===== src/rtl/sio_cfg_pkg.sv =====
`timescale 1ns/1ps
// Package: shared constants and types for the configuration port.
// Assumes 8-bit registers and 8-bit pointer values throughout.
package sio_cfg_pkg;
    localparam logic [7:0] KEY_OPEN    = 8'h87;
    localparam logic [7:0] KEY_CLOSE   = 8'hAA;
    localparam logic [7:0] REG_LDN     = 8'h07;
    localparam logic [7:0] REG_ID      = 8'h20;
    localparam logic [7:0] REG_REV     = 8'h21;
    localparam logic [7:0] REG_ACT     = 8'h30;
    localparam logic [7:0] REG_BASE_HI = 8'h60;
    localparam logic [7:0] REG_BASE_LO = 8'h61;
    localparam logic [7:0] DEV_ID      = 8'h3C;
    localparam logic [7:0] SHUT_READ   = 8'hFF;

    typedef enum logic [1:0] {
        LK_SHUT  = 2'd0,
        LK_ARMED = 2'd1,
        LK_OPEN  = 2'd2
    } lock_state_t;
endpackage


===== src/rtl/sio_cfg_unlock.sv =====
`timescale 1ns/1ps
// Module: key sequencer for the configuration port.
// Watches index-port writes only. Two 0x87 writes in a row open the port,
// and 0xAA closes it. Assumes idx_wr is high for one cycle per bus write.
module sio_cfg_unlock
    import sio_cfg_pkg::*;
(
    input  logic       clk,
    input  logic       rst_n,
    input  logic       idx_wr,
    input  logic [7:0] wdata,
    output logic       cfg_open
);
    lock_state_t state_q;

    // Advance the key state on each index-port write.
    always_ff @(posedge clk) begin
        if (!rst_n) begin
            state_q <= LK_SHUT;
        end else if (idx_wr) begin
            unique case (state_q)
                LK_SHUT:  state_q <= (wdata == KEY_OPEN)  ? LK_ARMED : LK_SHUT;
                LK_ARMED: state_q <= (wdata == KEY_OPEN)  ? LK_OPEN  : LK_SHUT;
                LK_OPEN:  state_q <= (wdata == KEY_CLOSE) ? LK_SHUT  : LK_OPEN;
                default:  state_q <= LK_SHUT;
            endcase
        end
    end

    // Expose the open flag to the register logic.
    assign cfg_open = (state_q == LK_OPEN);

    assert_open_after_arm_R2: assert property (@(posedge clk) disable iff (!rst_n)
        $rose(cfg_open) |-> $past(state_q == LK_ARMED && idx_wr));

    assert_close_on_key_R3: assert property (@(posedge clk) disable iff (!rst_n)
        (cfg_open && idx_wr && wdata == KEY_CLOSE) |=> !cfg_open);

    assert_restart_key_R6: assert property (@(posedge clk) disable iff (!rst_n)
        (state_q == LK_ARMED && idx_wr && wdata != KEY_OPEN) |=> state_q == LK_SHUT);
endmodule


===== src/rtl/sio_cfg_dev_bank.sv =====
`timescale 1ns/1ps
// Module: register bank for one logical device (enable flag and base address).
// Assumes wr_en is already qualified by port-open, data-port and bank select.
// rdata is zero unless this bank is selected.
module sio_cfg_dev_bank
    import sio_cfg_pkg::*;
#(
    parameter int DATA_W = 8
) (
    input  logic              clk,
    input  logic              rst_n,
    input  logic              sel,
    input  logic              wr_en,
    input  logic [7:0]        reg_idx,
    input  logic [DATA_W-1:0] wdata,
    output logic [DATA_W-1:0] rdata
);
    logic              act_q;
    logic [DATA_W-1:0] base_hi_q;
    logic [DATA_W-1:0] base_lo_q;

    // Store writes aimed at this bank's registers.
    always_ff @(posedge clk) begin
        if (!rst_n) begin
            act_q     <= 1'b0;
            base_hi_q <= '0;
            base_lo_q <= '0;
        end else if (wr_en) begin
            case (reg_idx)
                REG_ACT:     act_q     <= wdata[0];
                REG_BASE_HI: base_hi_q <= wdata;
                REG_BASE_LO: base_lo_q <= wdata;
                default: ;
            endcase
        end
    end

    // Return the selected register when this bank is chosen.
    always_comb begin
        rdata = '0;
        if (sel) begin
            case (reg_idx)
                REG_ACT:     rdata = {{(DATA_W-1){1'b0}}, act_q};
                REG_BASE_HI: rdata = base_hi_q;
                REG_BASE_LO: rdata = base_lo_q;
                default:     rdata = '0;
            endcase
        end
    end
endmodule


===== src/rtl/sio_cfg_port.sv =====
`timescale 1ns/1ps
// Module: two-address configuration port with key lock and banked
// per-device registers. Assumes single-cycle read and write strobes on a
// simple I/O bus. Read data is combinational from the current state.
module sio_cfg_port
    import sio_cfg_pkg::*;
#(
    parameter int             NUM_LDN  = 14,
    parameter logic [NUM_LDN-1:0] GAP_MASK = 14'h0030,
    parameter logic [7:0]     REVISION = 8'h11
) (
    input  logic       clk,
    input  logic       rst_n,
    input  logic       io_addr,
    input  logic       io_wr,
    input  logic       io_rd,
    input  logic [7:0] io_wdata,
    output logic [7:0] io_rdata
);
    localparam int DATA_W = 8;

    logic              cfg_open;
    logic              idx_wr;
    logic              dat_wr;
    logic [7:0]        index_q;
    logic [7:0]        ldn_q;
    logic [NUM_LDN-1:0] dev_sel;
    logic [DATA_W-1:0] dev_rd [NUM_LDN];
    logic [DATA_W-1:0] dev_rd_any;

    // Decode bus writes by offset; data writes count only while open.
    assign idx_wr = io_wr && !io_addr;
    assign dat_wr = io_wr && io_addr && cfg_open;

    sio_cfg_unlock u_unlock (
        .clk      (clk),
        .rst_n    (rst_n),
        .idx_wr   (idx_wr),
        .wdata    (io_wdata),
        .cfg_open (cfg_open)
    );

    // Pointer register: loads on open index writes other than the close key.
    always_ff @(posedge clk) begin
        if (!rst_n) begin
            index_q <= '0;
        end else if (idx_wr && cfg_open && io_wdata != KEY_CLOSE) begin
            index_q <= io_wdata;
        end
    end

    // Device-select register at its global pointer.
    always_ff @(posedge clk) begin
        if (!rst_n) begin
            ldn_q <= '0;
        end else if (dat_wr && index_q == REG_LDN) begin
            ldn_q <= io_wdata;
        end
    end

    // One bank per implemented device number; gaps read zero.
    for (genvar g = 0; g < NUM_LDN; g++) begin : g_dev
        if (!GAP_MASK[g]) begin : g_bank
            assign dev_sel[g] = (ldn_q == 8'(g));
            sio_cfg_dev_bank #(.DATA_W(DATA_W)) u_bank (
                .clk     (clk),
                .rst_n   (rst_n),
                .sel     (dev_sel[g]),
                .wr_en   (dat_wr && dev_sel[g]),
                .reg_idx (index_q),
                .wdata   (io_wdata),
                .rdata   (dev_rd[g])
            );
        end else begin : g_gap
            assign dev_sel[g] = 1'b0;
            assign dev_rd[g]  = '0;
        end
    end

    // Merge bank read data; at most one bank is selected.
    always_comb begin
        dev_rd_any = '0;
        for (int k = 0; k < NUM_LDN; k++) begin
            dev_rd_any = dev_rd_any | dev_rd[k];
        end
    end

    // Read mux: closed port, pointer port, or register selected by pointer.
    always_comb begin
        if (!cfg_open) begin
            io_rdata = SHUT_READ;
        end else if (!io_addr) begin
            io_rdata = index_q;
        end else begin
            case (index_q)
                REG_LDN: io_rdata = ldn_q;
                REG_ID:  io_rdata = DEV_ID;
                REG_REV: io_rdata = REVISION;
                default: io_rdata = dev_rd_any;
            endcase
        end
    end

    assert_shut_reads_ff_R5: assert property (@(posedge clk) disable iff (!rst_n)
        (!cfg_open && io_rd) |-> io_rdata == 8'hFF);

    assert_shut_state_hold_R5: assert property (@(posedge clk) disable iff (!rst_n)
        (!cfg_open && io_wr) |=> ($stable(index_q) && $stable(ldn_q)));

    assert_id_value_R4: assert property (@(posedge clk) disable iff (!rst_n)
        (cfg_open && io_rd && io_addr && index_q == REG_ID) |-> io_rdata == 8'h3C);

    assert_one_bank_R7: assert property (@(posedge clk) disable iff (!rst_n)
        $onehot0(dev_sel));
endmodule


===== config.mk =====
export PLATFORM = sky130hd
export DESIGN_NAME = sio_cfg_port
export DESIGN_NICKNAME = d
export VERILOG_FILES = /design/src/rtl/sio_cfg_pkg.sv /design/src/rtl/sio_cfg_unlock.sv /design/src/rtl/sio_cfg_dev_bank.sv /design/src/rtl/sio_cfg_port.sv
export SDC_FILE = /design/constraint.sdc
export NUM_CORES = 1
export LEC_CHECK = 0
export ABC_AREA = 1
export BUFFER_PORTS_ARGS = -buffer_cell sky130_fd_sc_hd__buf_2
export CAP_MARGIN = 20
export CORE_ASPECT_RATIO = 0.75
export CORE_MARGIN = 1.5
export CORE_UTILIZATION = 50
export DETAILED_ROUTE_END_ITERATION = 12
export HOLD_SLACK_MARGIN = 0.03
export PLACE_DENSITY_LB_ADDON = 0.15
export SLEW_MARGIN = 20
export SYNTH_ARGS = -nofsm -noshare
export SYNTH_HDL_FRONTEND = slang
export SYNTH_HIERARCHICAL = 1
export SYNTH_SLANG_ARGS = --single-unit

===== constraint.sdc =====
create_clock -name clk -period 3.1 [get_ports clk]
set_input_delay 0.775 -clock clk [delete_from_list [all_inputs] [get_ports clk]]
set_output_delay 0.775 -clock clk [all_outputs]
set_load 0.03 [all_outputs]

# Word-level counts from Yosys, hierarchy flattened
# Index checks and enable logic that the tools add are counted.
# word_totals
ff_bits	222
in_bits	13
output_inout_bits	8
word_cells	160
# classes
n_eq_ne	22
muxes	31
bitwise	11
n_reduce_logical	57
# ops
cell	count
$pmux W8 S3	13
$mux W8	14
$or A8 B8 Y8	11
$reduce_and A2 Y1	36
$eq A8 B4 Y1 const B	6
$eq A8 B3 Y1 const B	3
$eq A8 B6 Y1 const B	3
$logic_and A1 B1 Y1	18
$eq A8 B2 Y1 const B	2
$eq A8 B7 Y1 const B	2
$eq A8 B8 Y1 const B	2
$eq A8 B1 Y1 const B	1
$logic_not A8 Y1	1
$ne A8 B8 Y1 const B	1
$pmux W2 S3	1
$mux W2	2
$eq A2 B1 Y1 const B	1
$eq A2 B2 Y1 const B	1
$logic_not A2 Y1	1
$logic_not A1 Y1	1
$mux W1	1

# Longest topological paths before layout
# Gate-level depths: netlist of run 1.
# logic_depth
depth_word	17
ltp_mapped	16
mapped_depth_nobuf	16

# Modules after synthesis
# The synthesis of run 1 kept the hierarchy.
# modules_own_cells
mod	instances	cells_each	area_each_um2	seq_area_each_um2
sio_cfg_dev_bank	12	181	1092.3	340.3
sio_cfg_port	1	324	1676.6	320.3
sio_cfg_unlock	1	37	178.9	40.0

# Worst setup path before layout of run 1
# No wires, ideal clock.
# synth_path
path_type	register to output
startpoint	register index_q[5]
endpoint	output port io_rdata[6]
arrival_ps	2399
required_ps	2325
slack_ps	-74
path_stages_with_launch	15
n_path_buf	1
cell_sequence	dfxtp_1 inv_1 nor2_1 nand2_2 nor2_8 buf_8 nand2_2 a21oi_1 nor2_1 and2_0 nand2_1 nand3_1 nand2_1 nand2_1 nand2_1
# synth_lines
item	line_no	text
start: declaration	sio_cfg_port.sv:25	logic [7:0] index_q;
start signal: assignment	sio_cfg_port.sv:48	index_q <= io_wdata;
end: declaration	sio_cfg_port.sv:18	output logic [7:0] io_rdata

==> results.yml, run 1 <==
run_status:
  status: "complete, but fails checks"
  violations: "negative setup slack"
yosys:
  synth.area.top_cells: "dfxtp_1 30%, nand2_1 19%, nor2_1 13%"
  synth-seq-area-share_pct: 29.70
  synthesis.nets: 2546
  netlist.area_leader.share_pct: 29.70
  yosys.cell_types.count: 32
  yosysTopAreaCell: "dfxtp_1"
  syn_area_um2: 14960
  synth-edff-count: 0
  synth-seq-cells: 222
  ys_top_cells_by_count: "761 x nand2_1, 501 x nor2_1, 498 x inv_1, 222 x dfxtp_1, 114 x nand3_1"
  async_reset_ff_share_pct: 0
  synth_ff_type: "dfxtp_1"
  yosysMostFrequentCell: "nand2_1"
  synth_warnings: 6
  avgSynthCellArea_um2: 5.907
  syn_inst: 2533
clock_tree:
  cts_tree: "yes"
  clock_latency_ns: 0.54
  cts_root_buf: "clkbuf_16"
  clkTransAtPathRegs_ns: 0.07
  clock_sinks: 222
  cts_htree_levels: 1
  clockBufferDepth: 3
  cts_made_buffers: 24
layout:
  regArea_um2: 4453
  final_area_um2: 17360
  layout-drive-gt1-share_pct: 16.84
  multi_input_area_um2: 8407
  n_fill_cell: 2767
  layout.cells.non_filler: 3035
  nets: 2638
  utilization_pct: 59.33
  area_growth_pct: 16.00
drt:
  vias: 14440
  dr.pass1.iters: 6
  post-route-drc-count: 0
  ant_nets: 0
  vias_per_cell: 4.759
  dr.max_layer_used: "met4"
  drt_iter0_drc: 1146
  wl_met1_um: 20710
  wl_um: 41250
  wl_per_cell_um: 13.59
  dr_wl_met3_um: 2622
  wl_met2_um: 17080
global_routing:
  grt_max_degree: 83
  overflow: 0
  grt_pass1_vias: 13010
  antenna_found_initial: 2
  grt_pass1_wl_um: 67230
  track_usage_pct: 26.73
power_and_ir_drop:
  irDropWorstVdd_v: 0.0003292
  p_per_area_nw_per_um2: 373.0
  power_mw: 6.474
  leakagePower_nw: 8.537
placement:
  hpwl_um: 27720
  dpl_cell_area_um2: 15860
  port_buffers: 19
  dp_cells: 2965
  routabilityCongestion: 0.9060
critical_path:
  reg2reg_to: "g_dev[2].g_bank.u_bank/base_lo_q[4]$_SDFFE_PN0P_"
  start_kind: "register"
  worst_setup_path_end_kind: "primary output"
  cp.required_ns: 2.32
  cp_common_cell: "nand2_1"
  crit_type: "reg -> out"
  cp.arrival_ns: 2.75
  cpMaxStageDelayCell: "dfxtp_2"
  regToRegSetupSlack_ns: 0.77
  path_cells: "nor4_4 > buf_4 > nand3_4 > nor2_4 > buf_4 > nand2_2 > nor2_2 > nor2_1 > nand2_1 > nor2_2 > nand2_1 > nand3_1 > nand2_1 > nand2_1 > nand2_2 > buf_6"
  max_stage_delay_ns: 0.33
  reg2reg_from: "ldn_q[7]$_SDFFE_PN0P_"
  ff2ff_path_depth: 12
  crit_fanout: 7
hold_path:
  holdPathEnd: "g_dev[6].g_bank.u_bank/act_q$_SDFFE_PN0P_"
  worstHoldStart: "g_dev[6].g_bank.u_bank/act_q$_SDFFE_PN0P_"
  hold_depth: 2
  hold_path.class: "reg -> reg"
sta:
  skew_ns: 0.009442
  fmax_ghz: 0.2838
  max_slew.worst_pin.slew_ns: 0.5767
  whs_ns: 0.4864
  slew_headroom_pct: 61.46
  setup_viol: 8
  maxSlewViolCount: 0
  rsz0062_at_grt: "yes"
  post-route-period-util_pct: 113.7
  fin_ws_ns: -0.4236
  hold_viol: 0
  finalCriticalPeriod_ns: 3.524
floorplanning:
  rows: 54
  fp.dieW_um: 202.8
  start_util_pct: 51.15
  die_area_um2: 30980
  pin_count: 21
  die_height_um: 152.8
  core_area_um2: 29260
run:
  maxCapViolations: 0
cell usage in the layout (no fill, tap or decap), drive strengths merged:
cell type	n
and2	7
bufinv	3
buf	129
nand2	847
o21ai	3
dfxtp	222
clkinv	6
nand4	13
diode	1
clkinvlp	2
nor3	15
nor3b	1
nor2	549
a21oi	72
nor4	3
clkbuf	33
nand3	129
inv	524
nand3b	84
worst max path at each step:
stage / slack (ns) / startpoint / end
detailed placement: -0.07 / ldn_q[7]$_SDFFE_PN0P_ / io_rdata[6]
CTS: -0.37 / index_q[5]$_SDFFE_PN0P_ / io_rdata[6]
finish: -0.42 / ldn_q[7]$_SDFFE_PN0P_ / io_rdata[2]
global placement: -0.02 / ldn_q[7]$_SDFFE_PN0P_ / io_rdata[6]
floorplan: 0.06 / index_q[6]$_SDFFE_PN0P_ / io_rdata[6]
global route: -0.56 / index_q[2]$_SDFFE_PN0P_ / io_rdata[3]
logic make-up after synthesis:
kind of cell | after synthesis | synth area share [%]
simple gates | 1647 | 51.34
buf+inv | 589 | 16.42
flops | 222 | 29.70
compound gates | 75 | 2.534
sequential cells by signal (all words and copies together) (netlist names):
register	flops
g_dev.g_bank.u_bank/act_q	12
u_unlock/state_q	2
index_q	8
g_dev.g_bank.u_bank/base_lo_q	96
g_dev.g_bank.u_bank/base_hi_q	96
ldn_q	8
power breakdown:
group	leakage, nW	total [mW]	switching [mW]	internal (mW)
Sequential	1.79	2.86	0.00459	2.86
Clock	0.416	3.12	1.26	1.86
Combinational	6.33	0.497	0.349	0.148
Total	8.54	6.47	1.61	4.86
per-layer routing:
metal | global-route usage, % | up-vias
met5 | 0 | -
met4 | 5.750 | 0
met3 | 4.414 | 63
met2 | 40.25 | 328
met1 | 39.80 | 6443
li1 | - | 7610
critical path: cells and delay by family, from the launching register on:
kind / cells / cell delay [ns]
buffers and inverters: 3 / 0.45
flip-flops: 1 / 0.33
AND/OR/NAND/NOR: 13 / 1.43
repair_timing:
action,in CTS,in global routing
hold buffers,0,0
buffers inserted,21,4
setup endpoints to repair,8,8
resized for setup,108,30
pin swaps,14,12
cloned,1,0
through the flow:
step           setup slack, ns  setup TNS [ns]
2_1_floorplan          0.06029               0
3_3_place_gp          -0.01838        -0.01838
3_5_place_dp          -0.07093         -0.1130
4_1_cts                -0.3662          -2.660
5_1_grt                -0.5582          -4.239
6_report               -0.4236          -3.128
area by class of cell:
class | count | area share, %
multi-input cells | 1723 | 48.43
diodes | 1 | 0.01442
clock buffers | 33 | 4.123
flip-flops and latches | 222 | 25.65
well taps | 392 | 2.826
clock inverters | 10 | 0.7497
repair buffers | 129 | 6.833
inverters | 525 | 11.37
Note: power is estimated with default switching activity, not from simulation.
==> run 2, diff against run 1 <==
--- a/config.mk
+++ b/config.mk
@@ -11,8 +11,9 @@
 export CORE_ASPECT_RATIO = 0.75
 export CORE_MARGIN = 1.5
 export CORE_UTILIZATION = 50
+export CTS_BUF_LIST = sky130_fd_sc_hd__clkbuf_8 sky130_fd_sc_hd__clkbuf_16
 export DETAILED_ROUTE_END_ITERATION = 12
-export HOLD_SLACK_MARGIN = 0.03
+export HOLD_SLACK_MARGIN = 0.15
 export PLACE_DENSITY_LB_ADDON = 0.15
 export SLEW_MARGIN = 20
 export SYNTH_ARGS = -nofsm -noshare
==> results.yml, run 2 (synthesis results as in run 1) <==
floorplanning:
  die_area_um2: 30980
  rows: 54
  die_height_um: 152.8
  fp.dieW_um: 202.8
  core_area_um2: 29260
  start_util_pct: 51.15
  pin_count: 21
run:
  maxCapViolations: 0
clock_tree:
  clock_latency_ns: 0.54
  cts_root_buf: "clkbuf_16"
  clock_sinks: 222
  clockBufferDepth: 3
  cts_made_buffers: 24
  cts_htree_levels: 1
  clkTransAtPathRegs_ns: 0.07
  cts_tree: "yes"
sta:
  fmax_ghz: 0.2838
  skew_ns: 0.009189
  max_slew.worst_pin.slew_ns: 0.5767
  setup_viol: 8
  slew_headroom_pct: 61.46
  maxSlewViolCount: 0
  rsz0062_at_grt: "yes"
  post-route-period-util_pct: 113.7
  hold_viol: 0
  finalCriticalPeriod_ns: 3.523
  whs_ns: 0.4863
  fin_ws_ns: -0.4233
critical_path:
  regToRegSetupSlack_ns: 0.77
  reg2reg_to: "g_dev[2].g_bank.u_bank/base_lo_q[4]$_SDFFE_PN0P_"
  start_kind: "register"
  crit_type: "reg -> out"
  cp.required_ns: 2.32
  reg2reg_from: "ldn_q[7]$_SDFFE_PN0P_"
  cp.arrival_ns: 2.75
  worst_setup_path_end_kind: "primary output"
  crit_fanout: 7
  ff2ff_path_depth: 12
layout:
  utilization_pct: 59.33
  layout-drive-gt1-share_pct: 16.84
  area_growth_pct: 16.00
  nets: 2638
  reg_top3: "g_dev.g_bank.u_bank/base_hi_q: 96 flops, g_dev.g_bank.u_bank/base_lo_q: 96 flops, g_dev.g_bank.u_bank/act_q: 12 flops"
  final_common_cell: "nand2_1"
  multi_input_area_um2: 8407
  regArea_um2: 4453
  final_cell_mix: "736 x nand2_1, 496 x inv_1, 470 x nor2_1, 215 x dfxtp_1, 113 x nand3_1"
  n_fill_cell: 2767
power_and_ir_drop:
  irDropWorstVdd_v: 0.0003292
  p_per_area_nw_per_um2: 372.6
  leakagePower_nw: 8.545
  power_mw: 6.468
placement:
  pre_cts_ws_ns: -0.07093
  hpwl_um: 27720
  port_buffers: 19
  routabilityCongestion: 0.9060
hold_path:
  holdPathEnd: "g_dev[6].g_bank.u_bank/act_q$_SDFFE_PN0P_"
  hold_depth: 2
  hold_path.class: "reg -> reg"
  worstHoldStart: "g_dev[6].g_bank.u_bank/act_q$_SDFFE_PN0P_"
global_routing:
  antenna_found_initial: 2
  overflow: 0
  track_usage_pct: 26.73
  grt_max_degree: 83
  grt_pass1_vias: 13010
  grt_pass1_wl_um: 67230
drt:
  vias: 14470
  post-route-drc-count: 0
  ant_nets: 0
  drt_iter0_drc: 1139
  dr.pass1.iters: 5
  vias_per_cell: 4.768
  wl_per_cell_um: 13.58
  wl_um: 41220
run_status:
  status: "complete, but fails checks"
  violations: "negative setup slack"
-- run 2: worst max-delay path, cell delays in order, from the launching register on --
cell and delay (ns):
dfxtp_2 0.33, nor4_4 0.30, buf_4 0.20, nand3_4 0.17, nor2_4 0.16, buf_4 0.12
nand2_2 0.08, nor2_2 0.11, nor2_1 0.05, nand2_1 0.14, nor2_2 0.07, nand2_1 0.06
nand3_1 0.07, nand2_1 0.07, nand2_1 0.07, nand2_2 0.08, buf_6 0.13
-- run 2: where the power goes --
| part | total (mW) | switching (mW) | internal [mW] | leakage [nW] |
|---|---|---|---|---|
| Clock | 3.11 | 1.26 | 1.85 | 0.424 |
| Combinational | 0.497 | 0.349 | 0.148 | 6.33 |
| Sequential | 2.86 | 0.00459 | 2.86 | 1.79 |
| Total | 6.47 | 1.61 | 4.86 | 8.54 |
-- run 2: per-stage QoR --
stage	cell area (um2)	cells	TNS, ns
2_1_floorplan	14960	2533	0
3_3_place_gp	15860	2965	-0.01838
3_5_place_dp	15860	2965	-0.1130
4_1_cts	17210	3030	-2.660
5_1_grt	17360	3034	-4.239
6_report	17360	3035	-3.122
-- run 2: worst max path at each step --
stage	start	end	slack, ns	cells after the start
finish	ldn_q[7]$_SDFFE_PN0P_	io_rdata[2]	-0.42	16
CTS	index_q[5]$_SDFFE_PN0P_	io_rdata[6]	-0.37	17
global placement	ldn_q[7]$_SDFFE_PN0P_	io_rdata[6]	-0.02	15
floorplan	index_q[6]$_SDFFE_PN0P_	io_rdata[6]	0.06	13
detailed placement	ldn_q[7]$_SDFFE_PN0P_	io_rdata[6]	-0.07	15
global route	index_q[2]$_SDFFE_PN0P_	io_rdata[3]	-0.56	17
-- run 2: cell type report --
| cell class | instances | area share (%) |
|---|---|---|
| Multi-Input combinational cell | 1723 | 48.43 |
| Sequential cell | 222 | 25.65 |
| Inverter | 525 | 11.37 |
| Timing Repair Buffer | 129 | 6.833 |
| Clock buffer | 31 | 4.080 |
| Tap cell | 392 | 2.826 |
| Clock inverter | 12 | 0.7929 |
| Antenna cell | 1 | 0.01442 |
-- run 2: timing repair --
action | 4_1_cts | 5_1_grt
pin swaps | 14 | 12
gates resized for setup | 108 | 30
setup buffers | 21 | 4
setup endpoints to repair | 8 | 8
endpoints found under the hold margin | 0 | 0
hold buffers | 0 | 0
cloned | 1 | 0
-- run 2: layer usage --
metal / share of wire, % / vias to the layer above / global-route usage (%)
li1: - / 7608 / -
met1: 50 / 6457 / 39.80
met2: 41 / 344 / 40.25
met3: 6.4 / 63 / 4.414
met4: 2.0 / 0 / 5.750
met5: 0 / - / 0
==> run 3, diff against run 2 <==
--- a/config.mk
+++ b/config.mk
@@ -14,6 +14,7 @@
 export CTS_BUF_LIST = sky130_fd_sc_hd__clkbuf_8 sky130_fd_sc_hd__clkbuf_16
 export DETAILED_ROUTE_END_ITERATION = 12
 export HOLD_SLACK_MARGIN = 0.15
+export MAX_ROUTING_LAYER = met4
 export PLACE_DENSITY_LB_ADDON = 0.15
 export SLEW_MARGIN = 20
 export SYNTH_ARGS = -nofsm -noshare
==> results.yml, run 3 (synthesis results as in run 1) <==
drt:
  dr.pass1.iters: 5
  wl_per_cell_um: 13.54
  post-route-drc-count: 0
  ant_nets: 0
  vias: 14480
  drt_iter0_drc: 1186
  wl_um: 41010
  vias_per_cell: 4.778
clock_tree:
  cts_root_buf: "clkbuf_16"
  cts_htree_levels: 1
  clockBufferDepth: 3
  cts_made_buffers: 25
  clock_sinks: 222
  clkTransAtPathRegs_ns: 0.06
  cts_hold_buf: 0
  clock_latency_ns: 0.56
  cts_tree: "yes"
run_status:
  violations: "negative setup slack"
  status: "complete, but fails checks"
sta:
  skew_ns: 0.02566
  maxSlewViolCount: 0
  finalCriticalPeriod_ns: 3.515
  whs_ns: 0.4853
  max_slew.worst_pin.slew_ns: 0.5612
  slew_headroom_pct: 62.59
  rsz0062_at_grt: "yes"
  fmax_ghz: 0.2845
  fin_ws_ns: -0.4155
  hold_viol: 0
  setup_viol: 8
  post-route-period-util_pct: 113.4
critical_path:
  cpMaxStageDelayCell: "dfxtp_2"
  start_kind: "register"
  crit_family: "simple AND/OR/NAND/NOR gates"
  cp_common_cell: "nand2_1"
  crit_fanout: 8
  crit_type: "reg -> out"
  path_cells: "nor4_4 > buf_4 > nand3_4 > buf_12 > nor2_4 > inv_2 > a21oi_2 > nor2_2 > nand2_1 > nor2_1 > nand2_1 > nand3_1 > nand2_1 > nand2_1 > nand2_2 > buf_6"
  critPathBufInv: 4
  cp.arrival_ns: 2.74
  worst_setup_path_end_kind: "primary output"
  max_stage_delay_ns: 0.33
  cp.required_ns: 2.32
floorplanning:
  pin_count: 21
  core_area_um2: 29260
  fp.dieW_um: 202.8
  die_area_um2: 30980
  start_util_pct: 51.15
  rows: 54
  die_height_um: 152.8
layout:
  reg_top3: "g_dev.g_bank.u_bank/base_hi_q: 96 flops, g_dev.g_bank.u_bank/base_lo_q: 96 flops, g_dev.g_bank.u_bank/act_q: 12 flops"
  layout.cells.non_filler: 3030
  utilization_pct: 59.65
  nets: 2631
  final_common_cell: "nand2_1"
  final_cell_mix: "732 x nand2_1, 489 x inv_1, 469 x nor2_1, 213 x dfxtp_1, 113 x nand2_2"
  area_growth_pct: 16.62
  n_fill_cell: 2833
  layout-drive-gt1-share_pct: 17.79
run:
  maxCapViolations: 0
placement:
  dp_cells: 2965
  port_buffers: 19
  pre_cts_ws_ns: -0.02374
  hpwl_um: 27820
  routabilityCongestion: 0.9105
global_routing:
  track_usage_pct: 27.60
  grt_max_degree: 73
  overflow: 0
  antenna_found_initial: 3
  grt_pass1_wl_um: 67370
  grt_pass1_vias: 13190
power_and_ir_drop:
  irDropWorstVdd_v: 0.0005523
  leakagePower_nw: 8.529
  p_per_area_nw_per_um2: 378.8
hold_path:
  hold_path.class: "reg -> reg"
==> run 3: changes by cell type in the layout (fill, tap and decap cells not counted), sizes merged <==
cell,before,now
clkinv,6,7
buf,129,121
clkinvlp,2,3
nor2,549,548
clkbuf,31,32
bufinv,3,4
==> run 3: layout make-up <==
class	count	area [um2]	share of cell area, %
clock inverter	15	186.4	1.068
tap	392	490.5	2.811
sequential	222	4456	25.53
timing repair buffer	122	1137	6.518
multi-input combinational	1722	8488	48.64
clock buffer	31	708.2	4.058
antenna	1	2.502	0.01434
inverter	525	1982	11.36
==> run 3: power by group <==
group / switching [mW] / leakage, nW / internal, mW
combinational: 0.345 / 6.29 / 0.141
clock: 1.31 / 0.446 / 1.95
sequential: 0.00550 / 1.79 / 2.86
total: 1.66 / 8.53 / 4.95
==> run 3: worst min-delay path: cells and delay by family (launching register included) <==
kind          cells  cell delay [ns]
flops             1             0.32
simple gates      2             0.13
==> run 3: path summary, 6_finish.rpt <==
kind | startpoint | endpoint | slack (ns) | cells after the start
setup / recovery | ldn_q[7]$_SDFFE_PN0P_ | io_rdata[7] | -0.42 | 16
hold / removal | g_dev[13].g_bank.u_bank/act_q$_SDFFE_PN0P_ | g_dev[13].g_bank.u_bank/act_q$_SDFFE_PN0P_ | 0.49 | 2
setup reg to reg | u_unlock/state_q[1]$_SDFFE_PN0P_ | g_dev[12].g_bank.u_bank/base_lo_q[4]$_SDFFE_PN0P_ | 0.90 | 9
hold reg to reg | g_dev[13].g_bank.u_bank/act_q$_SDFFE_PN0P_ | g_dev[13].g_bank.u_bank/act_q$_SDFFE_PN0P_ | 0.49 | 2
==> run 3: through the flow <==
stage | area (um2) | TNS [ns] | power [mW]
after global routing | 17450 | -4.060 | 6.813
after floorplan | 14960 | 0 | 3.207
after CTS | 17100 | -2.692 | 6.666
final | 17450 | -3.003 | 6.610
after global placement | 15860 | -0.01820 | 3.379
after detailed placement | 15860 | -0.04334 | 3.385
==> run 3: repair_timing <==
action | in CTS | in global routing
pin swaps | 10 | 27
gates cloned | 2 | 0
setup endpoints to repair | 8 | 8
resized for setup | 109 | 71
setup buffers | 4 | 12
==> run 3: routing by layer <==
layer	global-route usage, %	up-vias	share of wire, %	wire length, um
li1	-	7600	-	-
met1	40.57	6486	50	20390
met2	40.18	334	42	17050
met3	3.305	58	6.5	2672
met4	6.032	0	2.2	898
met5	-	-	0	0
